==> src/rtl/rrc_pkg.sv <==
package rrc_pkg;

   typedef enum logic [1:0] {
      BK_IDLE     = 2'd0,
      BK_FETCH    = 2'd1,
      BK_RST_FAST = 2'd2,
      BK_RST_SLOW = 2'd3
   } bank_state_e;

   localparam logic MODE_DIRECT = 1'b0;
   localparam logic MODE_SEL    = 1'b1;

endpackage

==> src/rtl/rrc_bank.sv <==
module rrc_bank
   import rrc_pkg::*;
#(
   parameter int ROW_W      = 6,
   parameter int DATA_W     = 32,
   parameter int DIRECT_CYC = 1,
   parameter int SEL_CYC    = 3
) (
   input  logic              clk,
   input  logic              rst_n,
   input  logic              start,
   input  logic              start_dead,
   input  logic [ROW_W-1:0]  start_row,
   input  logic              pending,
   input  logic [DATA_W-1:0] rd_data,
   output logic              wr_en,
   output logic              wr_mode,
   output logic [ROW_W-1:0]  wr_row,
   output logic [DATA_W-1:0] wr_data,
   output logic              busy,
   output logic              ev_skip,
   output logic              ev_direct,
   output logic              ev_sel
);

   localparam int TMR_MAX = (SEL_CYC > DIRECT_CYC) ? SEL_CYC : DIRECT_CYC;
   localparam int TMR_W   = (TMR_MAX > 2) ? $clog2(TMR_MAX) : 1;

   bank_state_e       state_q;
   logic              dead_q;
   logic              first_q;
   logic [ROW_W-1:0]  row_q;
   logic [DATA_W-1:0] hold_q;
   logic [TMR_W-1:0]  tmr_q;

   always_ff @(posedge clk or negedge rst_n) begin
      if (!rst_n) begin
         state_q <= BK_IDLE;
         dead_q  <= 1'b0;
         first_q <= 1'b0;
         row_q   <= '0;
         hold_q  <= '0;
         tmr_q   <= '0;
      end else begin
         case (state_q)
            BK_IDLE: begin
               if (start) begin
                  state_q <= BK_FETCH;
                  dead_q  <= start_dead;
                  row_q   <= start_row;
               end
            end
            BK_FETCH: begin
               if (dead_q) begin
                  state_q <= BK_IDLE;
               end else begin
                  hold_q  <= rd_data;
                  first_q <= 1'b1;
                  if (pending) begin
                     state_q <= BK_RST_FAST;
                     tmr_q   <= TMR_W'(DIRECT_CYC - 1);
                  end else begin
                     state_q <= BK_RST_SLOW;
                     tmr_q   <= TMR_W'(SEL_CYC - 1);
                  end
               end
            end
            default: begin
               first_q <= 1'b0;
               if (tmr_q == '0) state_q <= BK_IDLE;
               else             tmr_q   <= tmr_q - 1'b1;
            end
         endcase
      end
   end

   always_comb begin
      busy      = (state_q != BK_IDLE);
      wr_en     = first_q;
      wr_mode   = (state_q == BK_RST_SLOW) ? MODE_SEL : MODE_DIRECT;
      wr_row    = row_q;
      wr_data   = hold_q;
      ev_skip   = (state_q == BK_FETCH) &&  dead_q;
      ev_direct = (state_q == BK_FETCH) && !dead_q &&  pending;
      ev_sel    = (state_q == BK_FETCH) && !dead_q && !pending;
   end

endmodule

==> src/rtl/rrc_evcnt.sv <==
module rrc_evcnt #(
   parameter int NB    = 4,
   parameter int CNT_W = 16
) (
   input  logic             clk,
   input  logic             rst_n,
   input  logic [NB-1:0]    ev,
   output logic [CNT_W-1:0] cnt
);

   logic [CNT_W-1:0] inc;

   always_comb begin
      inc = '0;
      for (int i = 0; i < NB; i++) inc = inc + CNT_W'(ev[i]);
   end

   always_ff @(posedge clk or negedge rst_n) begin
      if (!rst_n) cnt <= '0;
      else        cnt <= cnt + inc;
   end

endmodule

==> src/rtl/restore_ctl.sv <==
module restore_ctl
   import rrc_pkg::*;
#(
   parameter int NUM_BANKS  = 4,
   parameter int REG_ID_W   = 8,
   parameter int DATA_W     = 32,
   parameter int DIRECT_CYC = 1,
   parameter int SEL_CYC    = 3,
   parameter int CNT_W      = 16,
   localparam int BANK_W    = $clog2(NUM_BANKS),
   localparam int ROW_W     = REG_ID_W - BANK_W
) (
   input  logic                          clk,
   input  logic                          rst_n,
   input  logic                          req_valid,
   input  logic [REG_ID_W-1:0]           req_reg_id,
   input  logic                          req_dead,
   input  logic                          req_buf_hit,
   output logic                          req_ready,
   input  logic [NUM_BANKS-1:0]          bank_pending,
   output logic                          arr_rd_en,
   output logic [BANK_W-1:0]             arr_rd_bank,
   output logic [ROW_W-1:0]              arr_rd_row,
   input  logic [DATA_W-1:0]             arr_rd_data,
   output logic [NUM_BANKS-1:0]          rst_wr_en,
   output logic [NUM_BANKS-1:0]          rst_wr_mode,
   output logic [NUM_BANKS*ROW_W-1:0]    rst_wr_row,
   output logic [NUM_BANKS*DATA_W-1:0]   rst_wr_data,
   output logic [NUM_BANKS-1:0]          bank_busy,
   output logic [CNT_W-1:0]              cnt_skip,
   output logic [CNT_W-1:0]              cnt_direct,
   output logic [CNT_W-1:0]              cnt_sel
);

   if (NUM_BANKS < 2 || (1 << BANK_W) != NUM_BANKS) begin : g_bad_banks
      $error("restore_ctl: NUM_BANKS must be a power of two of at least 2");
   end
   if (REG_ID_W <= BANK_W) begin : g_bad_id
      $error("restore_ctl: REG_ID_W must exceed the bank select width");
   end
   if (DIRECT_CYC < 1 || SEL_CYC <= DIRECT_CYC) begin : g_bad_cyc
      $error("restore_ctl: need 1 <= DIRECT_CYC < SEL_CYC");
   end

   logic [BANK_W-1:0]    bank_sel;
   logic [ROW_W-1:0]     row_sel;
   logic                 fire;
   logic [NUM_BANKS-1:0] ev_skip, ev_direct, ev_sel;

   assign bank_sel    = req_reg_id[BANK_W-1:0];
   assign row_sel     = req_reg_id[REG_ID_W-1:BANK_W];
   assign req_ready   = req_buf_hit | ~bank_busy[bank_sel];
   assign fire        = req_valid & req_ready & ~req_buf_hit;
   assign arr_rd_en   = fire;
   assign arr_rd_bank = bank_sel;
   assign arr_rd_row  = row_sel;

   for (genvar b = 0; b < NUM_BANKS; b++) begin : g_bank
      rrc_bank #(
         .ROW_W      (ROW_W),
         .DATA_W     (DATA_W),
         .DIRECT_CYC (DIRECT_CYC),
         .SEL_CYC    (SEL_CYC)
      ) u_bank (
         .clk        (clk),
         .rst_n      (rst_n),
         .start      (fire && (bank_sel == BANK_W'(b))),
         .start_dead (req_dead),
         .start_row  (row_sel),
         .pending    (bank_pending[b]),
         .rd_data    (arr_rd_data),
         .wr_en      (rst_wr_en[b]),
         .wr_mode    (rst_wr_mode[b]),
         .wr_row     (rst_wr_row[b*ROW_W +: ROW_W]),
         .wr_data    (rst_wr_data[b*DATA_W +: DATA_W]),
         .busy       (bank_busy[b]),
         .ev_skip    (ev_skip[b]),
         .ev_direct  (ev_direct[b]),
         .ev_sel     (ev_sel[b])
      );
   end

   rrc_evcnt #(.NB(NUM_BANKS), .CNT_W(CNT_W)) u_cnt_skip (
      .clk (clk), .rst_n (rst_n), .ev (ev_skip),   .cnt (cnt_skip));
   rrc_evcnt #(.NB(NUM_BANKS), .CNT_W(CNT_W)) u_cnt_direct (
      .clk (clk), .rst_n (rst_n), .ev (ev_direct), .cnt (cnt_direct));
   rrc_evcnt #(.NB(NUM_BANKS), .CNT_W(CNT_W)) u_cnt_sel (
      .clk (clk), .rst_n (rst_n), .ev (ev_sel),    .cnt (cnt_sel));

endmodule

==> config.mk <==
export PLATFORM = sky130hd
export DESIGN_NAME = restore_ctl
export DESIGN_NICKNAME = d
export VERILOG_FILES = /design/src/rtl/rrc_pkg.sv /design/src/rtl/rrc_bank.sv /design/src/rtl/rrc_evcnt.sv /design/src/rtl/restore_ctl.sv
export SDC_FILE = /design/constraint.sdc
export NUM_CORES = 1
export LEC_CHECK = 0
export ABC_CLOCK_PERIOD_IN_PS = 3000
export BUFFER_PORTS_ARGS = -buffer_cell sky130_fd_sc_hd__buf_2
export CORE_UTILIZATION = 30
export CTS_CLUSTER_SIZE = 30
export DETAILED_ROUTE_END_ITERATION = 8
export SYNTH_ARGS = -nofsm -noshare
export SYNTH_HDL_FRONTEND = slang
export SYNTH_SLANG_ARGS = --single-unit
==> constraint.sdc <==
create_clock -name clk -period 3 [get_ports clk]
set_input_delay 0.15 -clock clk [delete_from_list [all_inputs] [get_ports clk]]
set_output_delay 0.15 -clock clk [all_outputs]
set_load 0.005 [all_outputs]
Word level (Yosys, flattened, before mapping)
Cells that the tools add are included.
{"block": "word_totals", "reg_bits": 224, "latch_bits": 0, "ram_bits": 0, "rom_bits": 0, "in_bits": 49, "word_cells": 195, "mem_count": 0}
{"block": "classes", "n_addsub": 16, "mul": 0, "div_mod_pow": 0, "order_cmp": 1, "eq_ne": 23, "shifts": 0, "muxes": 50, "n_bitwise": 13, "n_reduce_logical": 65}
{"op": "adder 16 x 1 -> 16 bit", "n": 6}
{"op": "adder 16 bit", "n": 3}
{"op": "2-to-1 mux 2 bit", "n": 24}
{"op": "case mux 2 bit (2 select lines)", "n": 8}
{"op": "AND reduction 2 bit", "n": 16}
{"op": "logical AND 1 bit", "n": 20}
{"op": "logical NOT 2 bit", "n": 9}
{"op": "inequality test 2 bit (second input constant)", "n": 8}
{"op": "2-to-1 mux 1 bit", "n": 13}
{"op": "== test 2 bit (second input constant)", "n": 6}
{"op": "AND reduction 3 bit", "n": 4}
{"op": "nonzero test 3 bit", "n": 4}
{"op": "== test 2 x 1 -> 1 bit (second input constant)", "n": 5}
{"op": "inverter 1 bit", "n": 10}
{"op": "logical NOT 1 bit", "n": 8}
{"op": "inequality test 2 x 1 -> 1 bit (second input constant)", "n": 4}
{"op": "case mux 1 bit (2 select lines)", "n": 4}
{"op": "nonzero test 2 bit", "n": 4}
{"op": "subtractor 2 x 1 -> 2 bit (second input constant)", "n": 4}
{"op": "adder 1 x 1 -> 2 bit", "n": 3}
{"op": "< comparator 2 x 3 -> 1 bit (second input constant)", "n": 1}
{"op": "AND 1 bit", "n": 2}
{"op": "binary-select mux 1 bit (select 2 bit)", "n": 1}
{"op": "bitwise OR 1 bit", "n": 1}

Longest topological paths before layout
{"block": "depth", "depth_word": 10, "mapped_depth": 14, "mapped_depth_nobuf": 13}

Hierarchy
From an unflattened synthesis, not the netlist that was laid out.
{"block": "hier_totals", "hier_cells": 652, "hier_area_um2": 9530.4}
{"module": "rrc_bank", "instances": 4, "cells_per_inst": 110, "area_per_inst_um2": 1761.7, "seq_area_each_um2": 1101.1}
{"module": "rrc_evcnt (u_cnt_direct ...)", "instances": 2, "cells_per_inst": 67, "area_per_inst_um2": 785.8, "seq_area_each_um2": 400.4}
{"module": "rrc_evcnt (u_cnt_skip)", "instances": 1, "cells_per_inst": 61, "area_per_inst_um2": 768.2, "seq_area_each_um2": 400.4}
{"module": "restore_ctl", "instances": 1, "cells_per_inst": 17, "area_per_inst_um2": 143.9, "seq_area_each_um2": 0.0}

Least setup slack after synthesis
Ideal clock, no wire load.
{"block": "synth_path", "path_type": "reg2reg", "start": "reg g_bank[0].u_bank.state_q[1]", "end": "reg u_cnt_sel.cnt[10]", "setup_time_ps": 79, "t_arrival_ps": 3073, "required_ps": 2921, "setup_slack_ps": -152, "path_stages_with_launch": 15, "path_buffers": 2, "period_less_slack_ps": 3152, "path_cell_list": "dfrtp_1 nand2b_1 nand2b_1 buf_2 buf_4 nor2_1 ha_1 fa_1 ha_1 inv_1 fa_1 nor2b_1 o2111ai_1 nor2_1 xor2_1"}
{"block": "synth_via", "elab_chain_len": 7}
{"element": "start, declared", "line_no": "rrc_bank.sv:29", "text": "bank_state_e state_q;"}
{"element": "start signal, assigned", "line_no": "rrc_bank.sv:38", "text": "state_q <= BK_IDLE;"}
{"element": "start signal, assigned", "line_no": "rrc_bank.sv:48", "text": "state_q <= BK_FETCH;"}
{"element": "start signal, assigned", "line_no": "rrc_bank.sv:55", "text": "state_q <= BK_IDLE;"}
{"element": "== test 2 x 1 -> 1 bit", "line_no": "rrc_bank.sv:85", "text": "ev_sel = (state_q == BK_FETCH) && !dead_q && !pending;"}
{"element": "logical AND 1 bit (2 in a row)", "line_no": "rrc_bank.sv:85"}
{"element": "adder 1 x 1 -> 2 bit", "line_no": "rrc_evcnt.sv:15", "text": "for (int i = 0; i < NB; i++) inc = inc + CNT_W'(ev[i]);"}
{"element": "adder 16 x 1 -> 16 bit (2 in a row)", "line_no": "rrc_evcnt.sv:15"}
{"element": "adder 16 bit", "line_no": "rrc_evcnt.sv:20", "text": "else cnt <= cnt + inc;"}
{"element": "end signal, assigned", "line_no": "rrc_evcnt.sv:20"}
{"element": "end, declared", "line_no": "rrc_evcnt.sv:8", "text": "output logic [CNT_W-1:0] cnt"}
No other way between the ends.
A chain may end at the register's enable or synchronous reset.

Worst setup path after layout
{"block": "layout_path", "start": "reg g_bank[1].u_bank.state_q[1]", "end": "reg u_cnt_sel.cnt[12]"}
{"block": "layout_via", "elab_chain_len": 7}
{"element": "start, declared", "line_no": "rrc_bank.sv:29"}
{"element": "start signal, assigned", "line_no": "rrc_bank.sv:38"}
{"element": "start signal, assigned", "line_no": "rrc_bank.sv:48"}
{"element": "start signal, assigned", "line_no": "rrc_bank.sv:55"}
{"element": "== test 2 x 1 -> 1 bit", "line_no": "rrc_bank.sv:85"}
{"element": "logical AND 1 bit (2 in a row)", "line_no": "rrc_bank.sv:85"}
{"element": "adder 1 x 1 -> 2 bit", "line_no": "rrc_evcnt.sv:15"}
{"element": "adder 16 x 1 -> 16 bit (2 in a row)", "line_no": "rrc_evcnt.sv:15"}
{"element": "adder 16 bit", "line_no": "rrc_evcnt.sv:20"}
No other way between the ends.

==> qor.csv <==
stage;metric;value;unit
finish;most common cell after layout, fill and taps aside;buf_2;
worst_setup_path;RR Startpoint;g_bank[1].u_bank.state_q[1];
timing;Max Fclk;359;MHz
floorplanning;Ports;271;
synth;asr flop ratio synth;1.00;
route;# DRC;0;
timing;Tcrit/Tclk final;0.929;
timing;Slew Limit Fails;0;
floorplanning;Initial Utilization;0.306;
global_route;met3 usage;0.0373;
placed_design;DPL Wire Length;15.5;mm
synth;EDFF count, synth;0;
timing;Final Hold Violating Endpoints;0;
timing;crit path time final;2.79;ns
power;Final Total Pwr;11.6;mW
power;Worst VDD drop;0.372;mV
timing;Clock Skews;0.0123;ns
global_route;initial antenna violation count;0;
finish;final net count;1060;
worst_setup_path;R2R Setup Slk;0.21;ns
worst_setup_path;Worst Path Max Fanout;4;
placed_design;routability-driven placement congestion ratio;0.771;
power;cell area power density;935;nW/um2
synth;Synth Warn #;0;
floorplanning;# rows;64;
floorplanning;chip width;179;um
clocking;CTS root buffer;clkbuf_16;
route;Initial DRC Count;195;
route;Avg WL per Cell;16.2;um
worst_setup_path;Setup CP Type;flop to flop;
global_route;GRT met1 Usage;0.182;
global_route;busiest grt layer;met2;
route;Detail Route Antenna Nets;0;
hold_path;worst hold path class;primary input to asynchronous set/reset pin;
clocking;Skew-Pair Late Insertion Delay;0.53;ns
finish;Multi-input gate area;3400;um2
worst_setup_path;crit path DAT;3.24;ns
floorplanning;Placeable Area;30600;um2
synth;Yosys top cell area share;0.600;
global_route;vias in the first global route;6251;
global_route;largest net degree at the start of global routing;79;
synth;flops & latches, synth;224;
synth;Syn Area/Cell;14.0;um2
clocking;CTS max path bufs;3;
route;drt pass-1 iters;4;
route;vias per inst;4.47;
route;DRT Wirelength;22.8;mm
synth;Post-Synthesis Cells;669;
timing;Slew headroom;0.579;
finish;area grow syn2layout;33.0;%
synth;mapped cell area;9350;um2
worst_setup_path;Worst Path Required;3.45;ns
finish;# fillers;2919;
clocking;CTS sink cnt;224;
timing;# setup viols final;0;
synth;largest cells by area after synthesis;dfrtp_1 60%, mux2_2 13%, mux2_1 5.1%;
finish;antenna cell count;0;
global_route;GRT Overall Usage;0.141;
timing;RSZ-0062 raised after global routing;false;
clocking;CTS tree;yes;
worst_setup_path;crit path from;g_bank[1].u_bank.state_q[1];
job;MaxCap Viol Count;0;
floorplanning;full die area;31900;um2
global_route;global-route wire length before repair;35.0;mm
finish;Reg area;5610;um2
clocking;CTS clk-pin slew, worst paths;0.06;ns
synth;Mapped Nets;743;
finish;most frequent cells in the layout;269 x buf_2, 223 x dfrtp_1, 107 x mux2_2;
synth;Synth Flop Type;dfrtp_1;
global_route;grt ovf;0;
synth;post-synthesis sequential area ratio;0.600;
status;status;completed;
timing;setup_tns;0;ns
power;Leak Pwr;6.22;nW
route;vias post-DR;6269;
clocking;H-tree levels;1;
clocking;CTS Buf Count;26;
global_route;met2 usage;0.232;
placed_design;Port Buf Inserts;270;
timing;Tightest Pin Transition;0.632;ns
synth;Synth area leader;dfrtp_1;
finish;share of layout cells above drive strength 1;0.457;
worst_setup_path;crit path launch type;flop;
floorplanning;DIE HEIGHT;179;um
worst_setup_path;Worst setup EP type;flop;
synth;Unique masters post-synth;39;
cell usage after synthesis, types with 3 or more instances:
master / number
nor4_1: 3
mux2_2: 107
o221ai_1: 4
nor3_1: 3
xnor2_1: 23
ha_1: 19
nor2b_1: 3
a21o_1: 4
o21ai_0: 12
nand4_1: 6
inv_1: 39
dfrtp_1: 224
buf_2: 10
mux2_1: 42
mux2i_1: 4
nand3_1: 14
buf_4: 26
nand2_1: 26
xor2_1: 19
nand2b_1: 12
fa_1: 6
a21oi_1: 4
nor2_1: 23
mux2_4: 7
and3_1: 9
stage by stage:
step / utilization / hold WS (ns) / instance area (um2) / worst slack, ns / std cells
floorplan: - / -0.146 / 9420 / 0.00275 / 669
CTS: 0.406 / 0.203 / 12400 / 0.0943 / 1400
global placement: 0.363 / 0.185 / 11100 / 0.160 / 1309
detailed placement: 0.363 / 0.181 / 11100 / 0.131 / 1309
global route: 0.407 / 0.241 / 12400 / 0.0129 / 1401
finish: 0.407 / 0.218 / 12400 / 0.212 / 1401
report_power, final:
part | switching (mW) | internal, mW | total, mW
Sequential | 0.644 | 4.29 | 4.94
Clock | 1.28 | 1.89 | 3.17
Combinational | 1.55 | 1.96 | 3.52
final cells by class:
class | count | area share
Timing Repair Buffer | 326 | 0.154
Inverter | 40 | 0.0121
Tap cell | 396 | 0.0398
Sequential cell | 224 | 0.451
Multi-Input combinational cell | 368 | 0.274
Clock inverter | 13 | 0.0105
Clock buffer | 34 | 0.0589
worst paths after layout:
kind | endpoint | cells after the start
max in group asynchronous | g_bank[1].u_bank.wr_en | 3
worst min-delay path | g_bank[0].u_bank.wr_data[24] | 2
worst max register to register | u_cnt_sel.cnt[12] | 12
min in group clk | g_bank[0].u_bank.state_q[0] | 3
worst max-delay path | u_cnt_sel.cnt[12] | 12
worst min register to register | u_cnt_skip.cnt[15] | 1
logic make-up after synthesis:
| kind of cell | after synthesis | share of synthesized area |
|---|---|---|
| buffers and inverters | 77 | 0.0435 |
| adder cells (fa/ha/maj) | 25 | 0.0383 |
| XOR/XNOR | 42 | 0.0393 |
| flip-flops | 224 | 0.600 |
| AO/OA/AOI/OAI | 25 | 0.0165 |
| AND/OR/NAND/NOR | 115 | 0.0654 |
| multiplexers | 161 | 0.197 |
critical path, stage by stage (launching register included):
cell and delay [ns]:
dfrtp_1 0.38, nand2b_4 0.15, nand2b_4 0.14, nor2_1 0.09, ha_1 0.26, fa_1 0.50, ha_2 0.18, inv_1 0.05
fa_2 0.36, nor2b_4 0.15, o2111ai_4 0.14, nor2_2 0.15, xor2_1 0.16
layer usage:
metal | vias up | part of all wire
li1 | 2910 | -
met1 | 3126 | 0.44
met2 | 194 | 0.47
met3 | 39 | 0.077
met4 | 0 | 0.018
met5 | - | 0
timing repair:
action,CTS,global route
gates resized for setup,0,4
endpoints found under the hold margin,236,0
buffers inserted,0,1
setup endpoints to repair,0,3
hold buffers,44,0
sequential cells by signal, indices dropped and copies added, names as in the netlist, 8 cells and up:
signal and count:
g_bank.u_bank.state_q 8, g_bank.u_bank.tmr_q 8, g_bank.u_bank.wr_data 128, g_bank.u_bank.wr_row 24, u_cnt_direct.cnt 16, u_cnt_sel.cnt 16, u_cnt_skip.cnt 16
Power figures use the tool's default switching activity.
